File: src/rtl/pwdemod_pkg.sv
package pwdemod_pkg;

    // Default configuration
    localparam int SAMPLE_W_DEF   = 8;
    localparam int PERIOD_DEF     = 64;
    localparam int BLOCK_BITS_DEF = 128;
    localparam int NUM_BLOCKS_DEF = 4;
    localparam int IDX_WRAP_DEF   = 255;
    localparam int ERR_W_DEF      = 8;

    // Width of the event fields carried between stages
    localparam int EV_W = 16;

    typedef enum logic [1:0] {
        IV_ERROR = 2'd0,
        IV_HALF  = 2'd1,
        IV_FULL  = 2'd2,
        IV_GAP   = 2'd3
    } iv_class_e;

    // One measured interval, emitted on a direction change
    typedef struct packed {
        logic            valid;
        logic [EV_W-1:0] len;
    } edge_ev_t;

    // One decoded event: a bit, or a block end
    typedef struct packed {
        logic            bit_vld;
        logic            bit_val;
        logic [EV_W-1:0] pos;
        logic            blk_end;
        logic            blk_full;
    } bit_ev_t;

    function automatic int absdiff(input int a, input int b);
        return (a > b) ? (a - b) : (b - a);
    endfunction

    // Sort an interval into its class; the window is strict (< period/8)
    function automatic iv_class_e classify(input int len, input int period);
        int tol;
        tol = period / 8;
        if (len > 2 * period)
            return IV_GAP;
        else if (absdiff(len, period / 2) < tol)
            return IV_HALF;
        else if (absdiff(len, period) < tol)
            return IV_FULL;
        else
            return IV_ERROR;
    endfunction

endpackage

File: src/rtl/pwdemod_edge.sv
module pwdemod_edge
    import pwdemod_pkg::*;
#(
    parameter int SAMPLE_W = SAMPLE_W_DEF,
    parameter int CNT_MAX  = 4 * PERIOD_DEF - 1,
    localparam int CW      = $clog2(CNT_MAX + 1)
)(
    input  logic                clk,
    input  logic                rst,
    input  logic                in_vld,
    input  logic [SAMPLE_W-1:0] in_smp,
    output edge_ev_t            ev
);

    logic [SAMPLE_W-1:0] prev_q;
    logic                primed_q;
    logic                dir_q;
    logic [CW-1:0]       cnt_q;
    logic                dir_now;
    logic                turn;

    // falling only when strictly lower than the previous sample
    assign dir_now = (prev_q > in_smp) ? 1'b0 : 1'b1;
    assign turn    = in_vld && primed_q && (dir_now != dir_q);

    always_ff @(posedge clk) begin
        if (rst) begin
            prev_q   <= '0;
            primed_q <= 1'b0;
            dir_q    <= 1'b1;
            cnt_q    <= '0;
            ev       <= '0;
        end else begin
            ev.valid <= 1'b0;
            if (in_vld) begin
                prev_q   <= in_smp;
                primed_q <= 1'b1;
                if (primed_q)
                    dir_q <= dir_now;
                if (turn) begin
                    ev.valid <= 1'b1;
                    ev.len   <= EV_W'(cnt_q);
                    cnt_q    <= CW'(1);
                end else if (cnt_q != CW'(CNT_MAX)) begin
                    cnt_q <= cnt_q + CW'(1);
                end
            end
        end
    end

    a_r5_event_from_sample: assert property (@(posedge clk) disable iff (rst)
        ev.valid |-> $past(in_vld));

    a_r9_len_bounded: assert property (@(posedge clk) disable iff (rst)
        ev.valid |-> (ev.len != '0 && ev.len <= EV_W'(CNT_MAX)));

endmodule

File: src/rtl/pwdemod_bitgen.sv
module pwdemod_bitgen
    import pwdemod_pkg::*;
#(
    parameter int PERIOD     = PERIOD_DEF,
    parameter int BLOCK_BITS = BLOCK_BITS_DEF,
    parameter int IDX_WRAP   = IDX_WRAP_DEF,
    parameter int ERR_W      = ERR_W_DEF,
    localparam int IW        = $clog2(IDX_WRAP + 1)
)(
    input  logic             clk,
    input  logic             rst,
    input  edge_ev_t         ev,
    output bit_ev_t          bo,
    output logic [ERR_W-1:0] err_cnt
);

    iv_class_e      cls;
    logic           half_q;
    logic [IW-1:0]  idx_q;
    logic [IW-1:0]  idx_inc;

    assign cls = classify(int'(ev.len), PERIOD);

    always_comb begin
        idx_inc = idx_q + IW'(1);
        if (idx_inc == IW'(IDX_WRAP))
            idx_inc = '0;
    end

    always_ff @(posedge clk) begin
        if (rst) begin
            half_q  <= 1'b0;
            idx_q   <= '0;
            err_cnt <= '0;
            bo      <= '0;
        end else begin
            bo.bit_vld <= 1'b0;
            bo.blk_end <= 1'b0;
            if (ev.valid) begin
                case (cls)
                    IV_GAP: begin
                        bo.blk_end  <= 1'b1;
                        bo.blk_full <= (idx_q == IW'(BLOCK_BITS));
                        idx_q       <= '0;
                        half_q      <= 1'b0;
                    end
                    IV_FULL: begin
                        bo.bit_vld <= 1'b1;
                        bo.bit_val <= 1'b1;
                        bo.pos     <= EV_W'(idx_q);
                        idx_q      <= idx_inc;
                    end
                    IV_HALF: begin
                        if (half_q) begin
                            bo.bit_vld <= 1'b1;
                            bo.bit_val <= 1'b0;
                            bo.pos     <= EV_W'(idx_q);
                            idx_q      <= idx_inc;
                            half_q     <= 1'b0;
                        end else begin
                            half_q <= 1'b1;
                        end
                    end
                    default: begin
                        if (err_cnt != '1)
                            err_cnt <= err_cnt + ERR_W'(1);
                    end
                endcase
            end
        end
    end

    a_r4_err_steps_by_one: assert property (@(posedge clk) disable iff (rst)
        (err_cnt != $past(err_cnt)) |-> (err_cnt == $past(err_cnt) + ERR_W'(1)));

    a_r3_zero_clears_half: assert property (@(posedge clk) disable iff (rst)
        (bo.bit_vld && !bo.bit_val) |-> !half_q);

    a_r6_end_clears_state: assert property (@(posedge clk) disable iff (rst)
        bo.blk_end |-> (idx_q == '0 && !half_q));

    a_r10_idx_below_wrap: assert property (@(posedge clk) disable iff (rst)
        idx_q < IW'(IDX_WRAP));

endmodule

File: src/rtl/pwdemod_pack.sv
module pwdemod_pack
    import pwdemod_pkg::*;
#(
    parameter int BLOCK_BITS = BLOCK_BITS_DEF,
    parameter int NUM_BLOCKS = NUM_BLOCKS_DEF,
    localparam int NBYTES    = BLOCK_BITS / 8,
    localparam int BW        = $clog2(NBYTES),
    localparam int KW        = $clog2(NUM_BLOCKS),
    localparam int TW        = $clog2(NUM_BLOCKS + 1),
    localparam int PW        = $clog2(BLOCK_BITS)
)(
    input  logic          clk,
    input  logic          rst,
    input  bit_ev_t       bev,
    output logic          byte_valid,
    output logic [7:0]    byte_data,
    output logic [BW-1:0] byte_idx,
    output logic [KW-1:0] block_idx,
    output logic          halt,
    output logic          done
);

    logic [BLOCK_BITS-1:0] fill_q;
    logic [BLOCK_BITS-1:0] shadow_q;
    logic                  stream_q;
    logic [BW-1:0]         ptr_q;
    logic [KW-1:0]         cur_blk_q;
    logic [TW-1:0]         taken_q;
    logic                  take;

    assign take = bev.blk_end && bev.blk_full && (taken_q < TW'(NUM_BLOCKS));
    assign halt = (taken_q == TW'(NUM_BLOCKS));

    // bit collection: positions past the block size are dropped
    always_ff @(posedge clk) begin
        if (rst) begin
            fill_q <= '0;
        end else if (bev.bit_vld && bev.pos < EV_W'(BLOCK_BITS)) begin
            fill_q[bev.pos[PW-1:0]] <= bev.bit_val;
        end
    end

    // capture and byte streaming
    always_ff @(posedge clk) begin
        if (rst) begin
            shadow_q  <= '0;
            stream_q  <= 1'b0;
            ptr_q     <= '0;
            cur_blk_q <= '0;
            taken_q   <= '0;
        end else if (take) begin
            shadow_q  <= fill_q;
            stream_q  <= 1'b1;
            ptr_q     <= '0;
            cur_blk_q <= taken_q[KW-1:0];
            taken_q   <= taken_q + TW'(1);
        end else if (stream_q) begin
            ptr_q <= ptr_q + BW'(1);
            if (ptr_q == BW'(NBYTES - 1))
                stream_q <= 1'b0;
        end
    end

    always_ff @(posedge clk) begin
        if (rst) begin
            byte_valid <= 1'b0;
            byte_data  <= '0;
            byte_idx   <= '0;
            block_idx  <= '0;
            done       <= 1'b0;
        end else begin
            byte_valid <= stream_q;
            byte_data  <= shadow_q[{ptr_q, 3'b000} +: 8];
            byte_idx   <= ptr_q;
            block_idx  <= cur_blk_q;
            done       <= halt && !stream_q;
        end
    end

    a_r7_bytes_in_order: assert property (@(posedge clk) disable iff (rst)
        (byte_valid && byte_idx != BW'(NBYTES - 1)) |=>
            (byte_valid && byte_idx == $past(byte_idx) + BW'(1)));

    a_r7_no_capture_while_streaming: assert property (@(posedge clk) disable iff (rst)
        take |-> !stream_q);

    a_r8_done_sticky: assert property (@(posedge clk) disable iff (rst)
        done |=> done);

    a_r8_done_quiet: assert property (@(posedge clk) disable iff (rst)
        done |-> !byte_valid);

endmodule

File: src/rtl/pwdemod_top.sv
module pwdemod_top
    import pwdemod_pkg::*;
#(
    parameter int SAMPLE_W   = SAMPLE_W_DEF,
    parameter int PERIOD     = PERIOD_DEF,
    parameter int BLOCK_BITS = BLOCK_BITS_DEF,
    parameter int NUM_BLOCKS = NUM_BLOCKS_DEF,
    parameter int IDX_WRAP   = IDX_WRAP_DEF,
    parameter int ERR_W      = ERR_W_DEF,
    localparam int CNT_MAX   = 4 * PERIOD - 1,
    localparam int BW        = $clog2(BLOCK_BITS / 8),
    localparam int KW        = $clog2(NUM_BLOCKS)
)(
    input  logic                clk,
    input  logic                rst,
    input  logic                smp_valid,
    input  logic [SAMPLE_W-1:0] smp_data,
    output logic                byte_valid,
    output logic [7:0]          byte_data,
    output logic [BW-1:0]       byte_idx,
    output logic [KW-1:0]       block_idx,
    output logic                done,
    output logic [ERR_W-1:0]    err_count
);

    edge_ev_t ev;
    bit_ev_t  bev;
    logic     halt;
    logic     gated_vld;

    // stop collecting once every block slot has been filled
    assign gated_vld = smp_valid && !halt;

    pwdemod_edge #(
        .SAMPLE_W (SAMPLE_W),
        .CNT_MAX  (CNT_MAX)
    ) u_edge (
        .clk    (clk),
        .rst    (rst),
        .in_vld (gated_vld),
        .in_smp (smp_data),
        .ev     (ev)
    );

    pwdemod_bitgen #(
        .PERIOD     (PERIOD),
        .BLOCK_BITS (BLOCK_BITS),
        .IDX_WRAP   (IDX_WRAP),
        .ERR_W      (ERR_W)
    ) u_bitgen (
        .clk     (clk),
        .rst     (rst),
        .ev      (ev),
        .bo      (bev),
        .err_cnt (err_count)
    );

    pwdemod_pack #(
        .BLOCK_BITS (BLOCK_BITS),
        .NUM_BLOCKS (NUM_BLOCKS)
    ) u_pack (
        .clk        (clk),
        .rst        (rst),
        .bev        (bev),
        .byte_valid (byte_valid),
        .byte_data  (byte_data),
        .byte_idx   (byte_idx),
        .block_idx  (block_idx),
        .halt       (halt),
        .done       (done)
    );

endmodule

File: config.mk
export PLATFORM = sky130hd
export DESIGN_NAME = pwdemod_top
export DESIGN_NICKNAME = d
export VERILOG_FILES = /design/src/rtl/pwdemod_pkg.sv /design/src/rtl/pwdemod_edge.sv /design/src/rtl/pwdemod_bitgen.sv /design/src/rtl/pwdemod_pack.sv /design/src/rtl/pwdemod_top.sv
export SDC_FILE = /design/constraint.sdc
export NUM_CORES = 1
export LEC_CHECK = 0
export BUFFER_PORTS_ARGS = -buffer_cell sky130_fd_sc_hd__buf_2
export CAP_MARGIN = 25
export CORE_ASPECT_RATIO = 0.7
export CORE_MARGIN = 2
export CORE_UTILIZATION = 56
export CTS_BUF_LIST = sky130_fd_sc_hd__clkbuf_16
export DETAILED_ROUTE_END_ITERATION = 16
export PLACE_DENSITY = 0.77
export RECOVER_POWER = 25
export SYNTH_ARGS = -nofsm -noshare
export SYNTH_HDL_FRONTEND = slang
export SYNTH_SLANG_ARGS = --single-unit
File: constraint.sdc
create_clock -name clk -period 2.75 [get_ports clk]
set_input_delay 0.275 -clock clk [delete_from_list [all_inputs] [get_ports clk]]
set_output_delay 0.275 -clock clk [all_outputs]
set_load 0.01 [all_outputs]
Yosys cells after proc, flatten, opt, wreduce, memory -nomap -nowiden
Cells that the tools add are included.
{"block": "op_classes", "n_addsub": 9, "n_lt_le_gt_ge": 10, "n_eq_ne": 11, "shifts": 1, "muxes": 23, "n_bitwise": 3, "n_reduce_logical": 26}
{"cell": "128-bit bitwise mux", "count": 1}
{"cell": "128-bit by 8-bit indexed part select with 8-bit output", "count": 1}
{"cell": "32-bit by 5-bit < comparator with 1-bit output (second input constant)", "count": 2}
{"cell": "32-bit 2-to-1 mux", "count": 2}
{"cell": "18-bit one-hot mux with 2 select lines", "count": 1}
{"cell": "8-bit 2-to-1 mux", "count": 4}
{"cell": "8-bit by 1-bit adder with 8-bit output (second input constant)", "count": 3}
{"cell": "8-bit one-hot mux with 3 select lines", "count": 1}
{"cell": "18-bit 2-to-1 mux", "count": 1}
{"cell": "17-bit 2-to-1 mux", "count": 1}
{"cell": "8-bit equality test (second input constant)", "count": 2}
{"cell": "16-bit by 8-bit < comparator with 1-bit output (second input constant)", "count": 1}
{"cell": "8-bit != test (second input constant)", "count": 2}
{"cell": "2-bit AND reduction", "count": 5}
{"cell": "3-bit AND reduction", "count": 3}
{"cell": "6-bit by 8-bit subtractor with 9-bit output (first input constant)", "count": 1}
{"cell": "7-bit by 8-bit subtractor with 9-bit output (first input constant)", "count": 1}
{"cell": "8-bit by 6-bit subtractor with 9-bit output (second input constant)", "count": 1}
{"cell": "8-bit by 7-bit subtractor with 9-bit output (second input constant)", "count": 1}
{"cell": "8-bit by 6-bit > comparator with 1-bit output (second input constant)", "count": 1}
{"cell": "8-bit by 7-bit > comparator with 1-bit output (second input constant)", "count": 1}
{"cell": "8-bit > comparator", "count": 1}
{"cell": "8-bit > comparator (second input constant)", "count": 1}
{"cell": "1-bit logical AND", "count": 8}
{"cell": "21 further kinds", "count": 37}
{"block": "word_totals", "ff_bits": 346, "input_bits": 11, "out_inout_bits": 24, "word_cells": 108}

Depth between registers and ports, before layout
{"block": "logic_depth", "ltp_word": 10, "ltp_mapped": 12, "ltp_nobuf": 11}

Hierarchy
A second synthesis with hierarchy kept.
{"block": "unflattened", "hier_cells": 1568, "hier_area_um2": 15006.9}
{"mod": "pwdemod_pack", "instances": 1, "cells_per_inst": 1085, "area_each_um2": 10928.0, "seq_area_each_um2": 5645.4}
{"mod": "pwdemod_bitgen", "instances": 1, "cells_per_inst": 327, "area_each_um2": 2640.0, "seq_area_each_um2": 580.6}
{"mod": "pwdemod_edge", "instances": 1, "cells_per_inst": 155, "area_each_um2": 1425.1, "seq_area_each_um2": 540.5}
{"mod": "pwdemod_top", "instances": 1, "cells_per_inst": 1, "area_each_um2": 13.8, "seq_area_each_um2": 0.0}

Worst setup path after synthesis
No wires, ideal clock.
{"block": "synth_path", "path_kind": "flip-flop to flip-flop", "start": "register, netlist name u_edge.ev[6]", "end": "register u_bitgen.idx_q[4]", "setup_time_ps": 140, "arrival_ps": 2521, "t_required_ps": 2610, "slack_ps": 89, "path_stages_with_launch": 12, "path_buffers": 1, "synth_period_minus_slack_ps": 2661, "path_cell_list": "dfxtp_1 -> inv_1 -> ha_1 -> ha_1 -> a32o_1 -> a221o_1 -> a211o_1 -> buf_6 -> a221oi_4 -> or2_4 -> or4_1 -> o221ai_1"}
{"block": "synth_via", "elab_chain_cells": 9, "word_cells_on_any_way": 21, "cone_classes": "4 x add/sub; 5 x order compare; 4 x eq/ne; 6 x mux; 2 x reduce/logical"}
{"item": "7-bit by 8-bit subtractor with 9-bit output (tied with other cells)", "line_no": "pwdemod_pkg.sv:37", "source": "return (a > b) ? (a - b) : (b - a);"}
{"item": "32-bit 2-to-1 mux", "line_no": "pwdemod_pkg.sv:37"}
{"item": "32-bit by 5-bit < comparator with 1-bit output", "line_no": "pwdemod_pkg.sv:48", "source": "else if (absdiff(len, period) < tol)"}
{"item": "2-bit 2-to-1 mux", "line_no": "pwdemod_pkg.sv:48"}
{"item": "2-bit 2-to-1 mux", "line_no": "pwdemod_pkg.sv:46", "source": "else if (absdiff(len, period / 2) < tol)"}
{"item": "2-bit 2-to-1 mux (*)", "line_no": "pwdemod_pkg.sv:44", "source": "if (len > 2 * period)"}
{"item": "2-bit by 1-bit equality test with 1-bit output or 2-bit equality test (tied branches)", "line_no": "pwdemod_bitgen.sv:40", "source": "case (cls)"}
{"item": "2-bit by 1-bit != test with 1-bit output (no source line) or 3-bit nonzero test (tied branches)"}
{"item": "3-bit AND reduction (no source line)"}
{"item": "end signal: assignment", "line_no": "pwdemod_bitgen.sv:51", "source": "idx_q <= idx_inc;"}
{"item": "end signal: assignment", "line_no": "pwdemod_bitgen.sv:58", "source": "idx_q <= idx_inc;"}
{"item": "end: declaration", "line_no": "pwdemod_bitgen.sv:19", "source": "logic [IW-1:0] idx_q;"}
Every way passes the cells marked *; elsewhere a longest branch is shown, timed or not.
A chain may end at the register's enable or synchronous reset.

Worst setup path after layout
{"block": "layout_path", "start": "register, netlist name u_edge.ev[5]", "end": "register u_bitgen.idx_q[5]"}
{"block": "layout_via", "elab_chain_cells": 9, "word_cells_on_any_way": 21, "cone_classes": "4 x add/sub; 5 x order compare; 4 x eq/ne; 6 x mux; 2 x reduce/logical"}
{"item": "7-bit by 8-bit subtractor with 9-bit output (tied with other cells)", "line_no": "pwdemod_pkg.sv:37"}
{"item": "32-bit 2-to-1 mux", "line_no": "pwdemod_pkg.sv:37"}
{"item": "32-bit by 5-bit < comparator with 1-bit output", "line_no": "pwdemod_pkg.sv:48"}
{"item": "2-bit 2-to-1 mux", "line_no": "pwdemod_pkg.sv:48"}
{"item": "2-bit 2-to-1 mux", "line_no": "pwdemod_pkg.sv:46"}
{"item": "2-bit 2-to-1 mux (*)", "line_no": "pwdemod_pkg.sv:44"}
{"item": "2-bit by 1-bit equality test with 1-bit output or 2-bit equality test (tied branches)", "line_no": "pwdemod_bitgen.sv:40"}
{"item": "2-bit by 1-bit != test with 1-bit output (no source line) or 3-bit nonzero test (tied branches)"}
{"item": "3-bit AND reduction (no source line)"}
Marked as above.

==> run summary <==
Fill cells in the final layout number 2,052. sky130_fd_sc_hd__dfxtp_1 is the most common cell in the netlist. The final antenna-violating net count came out at 0. At the worst endpoint, the required time is 3.15 ns. Of the total synthesized cell area, the portion taken by XOR and XNOR cells is 0.01176. The share of the synthesized area in compound gates (AO/OA/AOI/OAI) came out at 0.1671. In this run the tool buffered the top-level ports with 34 buffer cells. In the routed design, unresolved DRC markers number 0.

The top fanout value on the critical path is 7. The total number of H-tree levels came out at 2. The number of synthesized flops with an enable pin came out at 0. Across the routed clock network, the largest skew measured is 0.02954 ns. The share of flip-flops with an asynchronous set or reset after synthesis is 0.

Among the stages of the critical path, the cell type that occurs most often is sky130_fd_sc_hd__ha_4. Detailed routing inserted a total of 12,471 vias. Clock tree synthesis selected as its root buffer the cell sky130_fd_sc_hd__clkbuf_16. Counting the buffers created by CTS gives 34. The floorplan die height came out at 137.0 um. The maximum ir drop on the vdd rail came out at 607.0 uV. The total wire length after detailed routing is 38,140 um. Of the total synthesized cell area, the portion taken by AND, OR, NAND and NOR gates is 0.2030. The area of the mapped netlist came out at 0.01415 mm2. The area growth from synthesis to layout is 12.73%.

The TritonCTS clock tree is yes. The number of vias per cell came out at 6.128. The portion of the post-synthesis area used by sequential elements came out at 0.4782. The post-placement cell count is 1,969. For this run the aggregate overflow at the end of global routing stands at 0.

The setup slack of the worst register-to-register path is 0.08 ns. For the worst setup path, the data arrival time is 3.08 ns. The HPWL after detailed placement came out at 23,330 um. The area share of the leading cell type in the synthesized netlist came out at 0.4782. Of the total synthesized cell area, the portion taken by full adders, half adders and majority gates is 0.02122.

The highest clock rate came out at 374.1 MHz. On the final layout, the worst hold slack is 0.02276 ns. The deepest clock path buffer count came out at 3. The end of the worst register-to-register path is u_bitgen.idx_q[5]. The clock latency of the later-clocked register in the worst-skew pair came out at 0.53 ns.

The pin count of the biggest net entering global routing came out at 122. The last weighted congestion value of the routability-driven placer came out at 0.8547. For this configuration, the core starts out at a cell density of 0.5718. The share of cells above drive strength 1 came out at 0.1053.

The post-synthesis cell count is 1,679. Once layout is complete, the cells apart from fillers number 2,035. The static leakage is 5.261 nW. Setup repair after global routing left no endpoint under its margin.

The share of the cycle needed by the critical path after routing came out at 0.9721. The global-route wire length before repair came out at 61,030 um. The clock share of power is 0.466. The fraction of power spent switching nets came out at 0.2187. For this run, the post-layout net count is 1,723. The maximum single-stage delay on the critical path is 0.41 ns. The path class of the tightest hold or removal check is input port to flip-flop. The most used flip-flop cell after synthesis is sky130_fd_sc_hd__dfxtp_1. The number of rows created at floorplan came out at 48. The critical path starts at u_edge.ev[5]. The tool flagged a number of max-cap violations equal to 0. The number of failing hold endpoints at the final stage came out at 0. The total setup violations reported at the end of the flow is 0.

The library cell occupying the most area in the post-synthesis netlist is sky130_fd_sc_hd__dfxtp_1. The portion of netlist area occupied by mux cells is 0.07994. In this run the mean area of a mapped cell was 8.427 um2. The count of warnings emitted by yosys came out at 0.

The cell family contributing the most delay on the critical path is compound AO/OA/AOI/OAI gates. The kind of critical path is flip-flop to flip-flop. The flow ran to the end, and the final reports show no timing, DRC or antenna violations. The number of nets in the synthesized netlist came out at 1,714. The via count of the first global-routing pass was 11,544. The area of the die is 0.02657 mm2. The cell depth of the worst flop-to-flop path came out at 10. The critical path goes through inv_2 > ha_4 > ha_4 > a32o_1 > a221o_1 > a211o_4 > a221oi_4 > or2_4 > nor4_1 > o21a_1. The synthesized netlist contains 56 unique library cells. By area, the combinational part of the netlist is dominated by simple AND/OR/NAND/NOR gates.

The commonest cells after synthesis are sky130_fd_sc_hd__dfxtp_1 (338), sky130_fd_sc_hd__nand2_1 (330), sky130_fd_sc_hd__a21oi_1 (278). The critical path capture point type is a flip-flop. The combined buffer and inverter count along the critical path is 1. Synthesis inferred 338 register bits. The chip width is 194.0 um.

The power per standard cell area came out at 606.9 mW/mm2. For the pin with the worst max-slew slack, the measured transition is 1.174 ns. Dividing the detail-routed wire length by the instance count gives 18.74 um. The clock transition time at the flip-flop clock pins of the worst setup and hold paths is 0.06 ns.

The worst setup path is launched from a flip-flop. The initial antenna violation count came out at 0. The clock net sink count came out at 338. The sequential share of power is 0.511. After floorplanning, the core was sized to cover 0.02474 mm2. The critical path ends at u_bitgen.idx_q[5]. For this design the top-level I/O count stands at 35. Ranked by total cell area, the synthesized netlist is headed by sky130_fd_sc_hd__dfxtp_1 (48%), sky130_fd_sc_hd__a21oi_1 (9.8%), sky130_fd_sc_hd__nand2_1 (8.8%), sky130_fd_sc_hd__mux4_2 (6.4%), sky130_fd_sc_hd__nand3_1 (5.0%). The detailed router finished its first iteration with 1,355 violations. The reported net switching power is 2.117 mW.

The combinational share of power came out at 0.023. Measured against its own limit, the worst slew margin works out to 0.2170. The total iterations of the first detailed-routing run came out at 5. The internal power contribution came out at 7.563 mW.

The minimum period implied by the final worst setup slack is 2.673 ns. In this run the critical register-to-register path is launched from u_edge.ev[5]. Across every metal layer, demand over resource in global routing totals 0.2862. The max-slew violation total from the final report came out at 0.

The cell count along the critical path is 10. The critical-path cell with the highest stage delay is sky130_fd_sc_hd__a211o_4.
## final cells by class
| class | instances | area [um2] | area share |
|---|---|---|---|
| antenna | 1 | 2.502 | 0.0001569 |
| clock buffer | 35 | 875.8 | 0.05491 |
| clock inverter | 22 | 186.4 | 0.01169 |
| inverter | 23 | 86.33 | 0.005413 |
| multi-input combinational | 1198 | 6934 | 0.4347 |
| sequential | 338 | 6778 | 0.4249 |
| tap | 325 | 406.6 | 0.02549 |
| timing repair buffer | 93 | 680.7 | 0.04267 |
## worst register-to-register path: stages, from the launching register on
cell and delay [ns]:
sky130_fd_sc_hd__dfxtp_4 0.37, sky130_fd_sc_hd__inv_2 0.06, sky130_fd_sc_hd__ha_4 0.16, sky130_fd_sc_hd__ha_4 0.17, sky130_fd_sc_hd__a32o_1 0.26, sky130_fd_sc_hd__a221o_1 0.29, sky130_fd_sc_hd__a211o_4 0.41, sky130_fd_sc_hd__a221oi_4 0.41
sky130_fd_sc_hd__or2_4 0.20, sky130_fd_sc_hd__nor4_1 0.05, sky130_fd_sc_hd__o21a_1 0.17
## power by group through the flow
stage | combinational, mW | sequential, mW | clock [mW]
floorplan | 0.172 | 5.03 | 0
global placement | 0.207 | 5.05 | 0
detailed placement | 0.211 | 5.05 | 0
CTS | 0.220 | 4.94 | 4.55
global route | 0.244 | 4.94 | 4.76
finish | 0.222 | 4.94 | 4.51
## how the worst min path moves through the flow
stage,end,slack [ns],startpoint,cells past startpoint
6_report,u_edge.prev_q[6],0.02,smp_data[6],3
5_1_grt,u_edge.prev_q[6],0.04,smp_data[6],3
4_1_cts,u_edge.prev_q[6],0.004,smp_data[6],3
3_5_place_dp,u_pack.shadow_q[29],0.44,u_pack.fill_q[29],2
3_3_place_gp,u_pack.shadow_q[109],0.43,u_pack.fill_q[109],2
2_1_floorplan,u_edge.prev_q[0],0.41,smp_data[0],2
## routing by layer
layer / vias to the layer above / GRT usage / part of all wire / routed length (um)
met5: - / 0 / 0 / 0
met4: 0 / 0.08165 / 0.019 / 706
met3: 66 / 0.07319 / 0.10 / 3990
met2: 598 / 0.4276 / 0.43 / 16300
met1: 5950 / 0.4105 / 0.45 / 17140
li1: 5857 / - / - / -
## cells by family after synthesis
kind of cell	Yosys count
compound gates	444
xor+xnor	19
fa+ha+maj	24
buf+inv	143
flops	338
mux	63
simple gates	648
## placed cells by master, fill, tap and decap left out, types with 4 or more instances in the layout
cell type                         n
sky130_fd_sc_hd__clkinv_2         5
sky130_fd_sc_hd__and2_1          12
sky130_fd_sc_hd__nor4_1           5
sky130_fd_sc_hd__buf_4           40
sky130_fd_sc_hd__dlygate4sd3_1    7
sky130_fd_sc_hd__mux2i_1         23
sky130_fd_sc_hd__buf_2            9
sky130_fd_sc_hd__nand2b_1         9
sky130_fd_sc_hd__dfxtp_1        333
sky130_fd_sc_hd__a21oi_1        278
sky130_fd_sc_hd__nand3_1        142
sky130_fd_sc_hd__clkbuf_1        25
sky130_fd_sc_hd__xor2_1          11
sky130_fd_sc_hd__buf_12           6
sky130_fd_sc_hd__nand2_1        330
sky130_fd_sc_hd__ha_1            19
sky130_fd_sc_hd__inv_1           24
sky130_fd_sc_hd__and3_1           4
sky130_fd_sc_hd__nor2_1          75
sky130_fd_sc_hd__mux4_2          40
sky130_fd_sc_hd__nor2b_1         16
sky130_fd_sc_hd__xnor2_1          8
sky130_fd_sc_hd__nor3_1          23
sky130_fd_sc_hd__clkbuf_16       35
sky130_fd_sc_hd__clkinv_1         6
sky130_fd_sc_hd__nand4_1         11
sky130_fd_sc_hd__o21ai_0        131
## flip-flops by register name, summed over array words and instances (netlist names), 8 cells and up
signal	count
u_bitgen.bo	12
u_bitgen.err_cnt	8
u_bitgen.idx_q	8
u_edge.cnt_q	8
u_edge.ev	9
u_edge.prev_q	8
u_pack.byte_data	8
u_pack.fill_q	128
u_pack.shadow_q	128
## stage by stage
| step | instance area [um2] | power [mW] | worst slack (ns) | util | TNS [ns] |
|---|---|---|---|---|---|
| 2_1_floorplan | 14150 | 5.200 | 0.08926 | - | 0 |
| 3_3_place_gp | 14760 | 5.259 | -0.07997 | 0.5966 | -0.5808 |
| 3_5_place_dp | 14760 | 5.264 | -0.07242 | 0.5966 | -0.5577 |
| 4_1_cts | 15910 | 9.712 | 0.02436 | 0.6429 | 0 |
| 5_1_grt | 15950 | 9.948 | 0.01107 | 0.6445 | 0 |
| 6_report | 15950 | 9.680 | 0.07671 | 0.6446 | 0 |
## timing repair
| item | CTS | global route |
|---|---|---|
| endpoints found under the setup margin | 11 | 24 |
| resized for setup | 3 | 24 |
| pin swaps | 0 | 4 |
| setup buffers | 0 | 1 |
| hold buffers | 7 | 0 |
| hold endpoints to repair | 7 | 0 |
(Power assumes the default switching activity.)
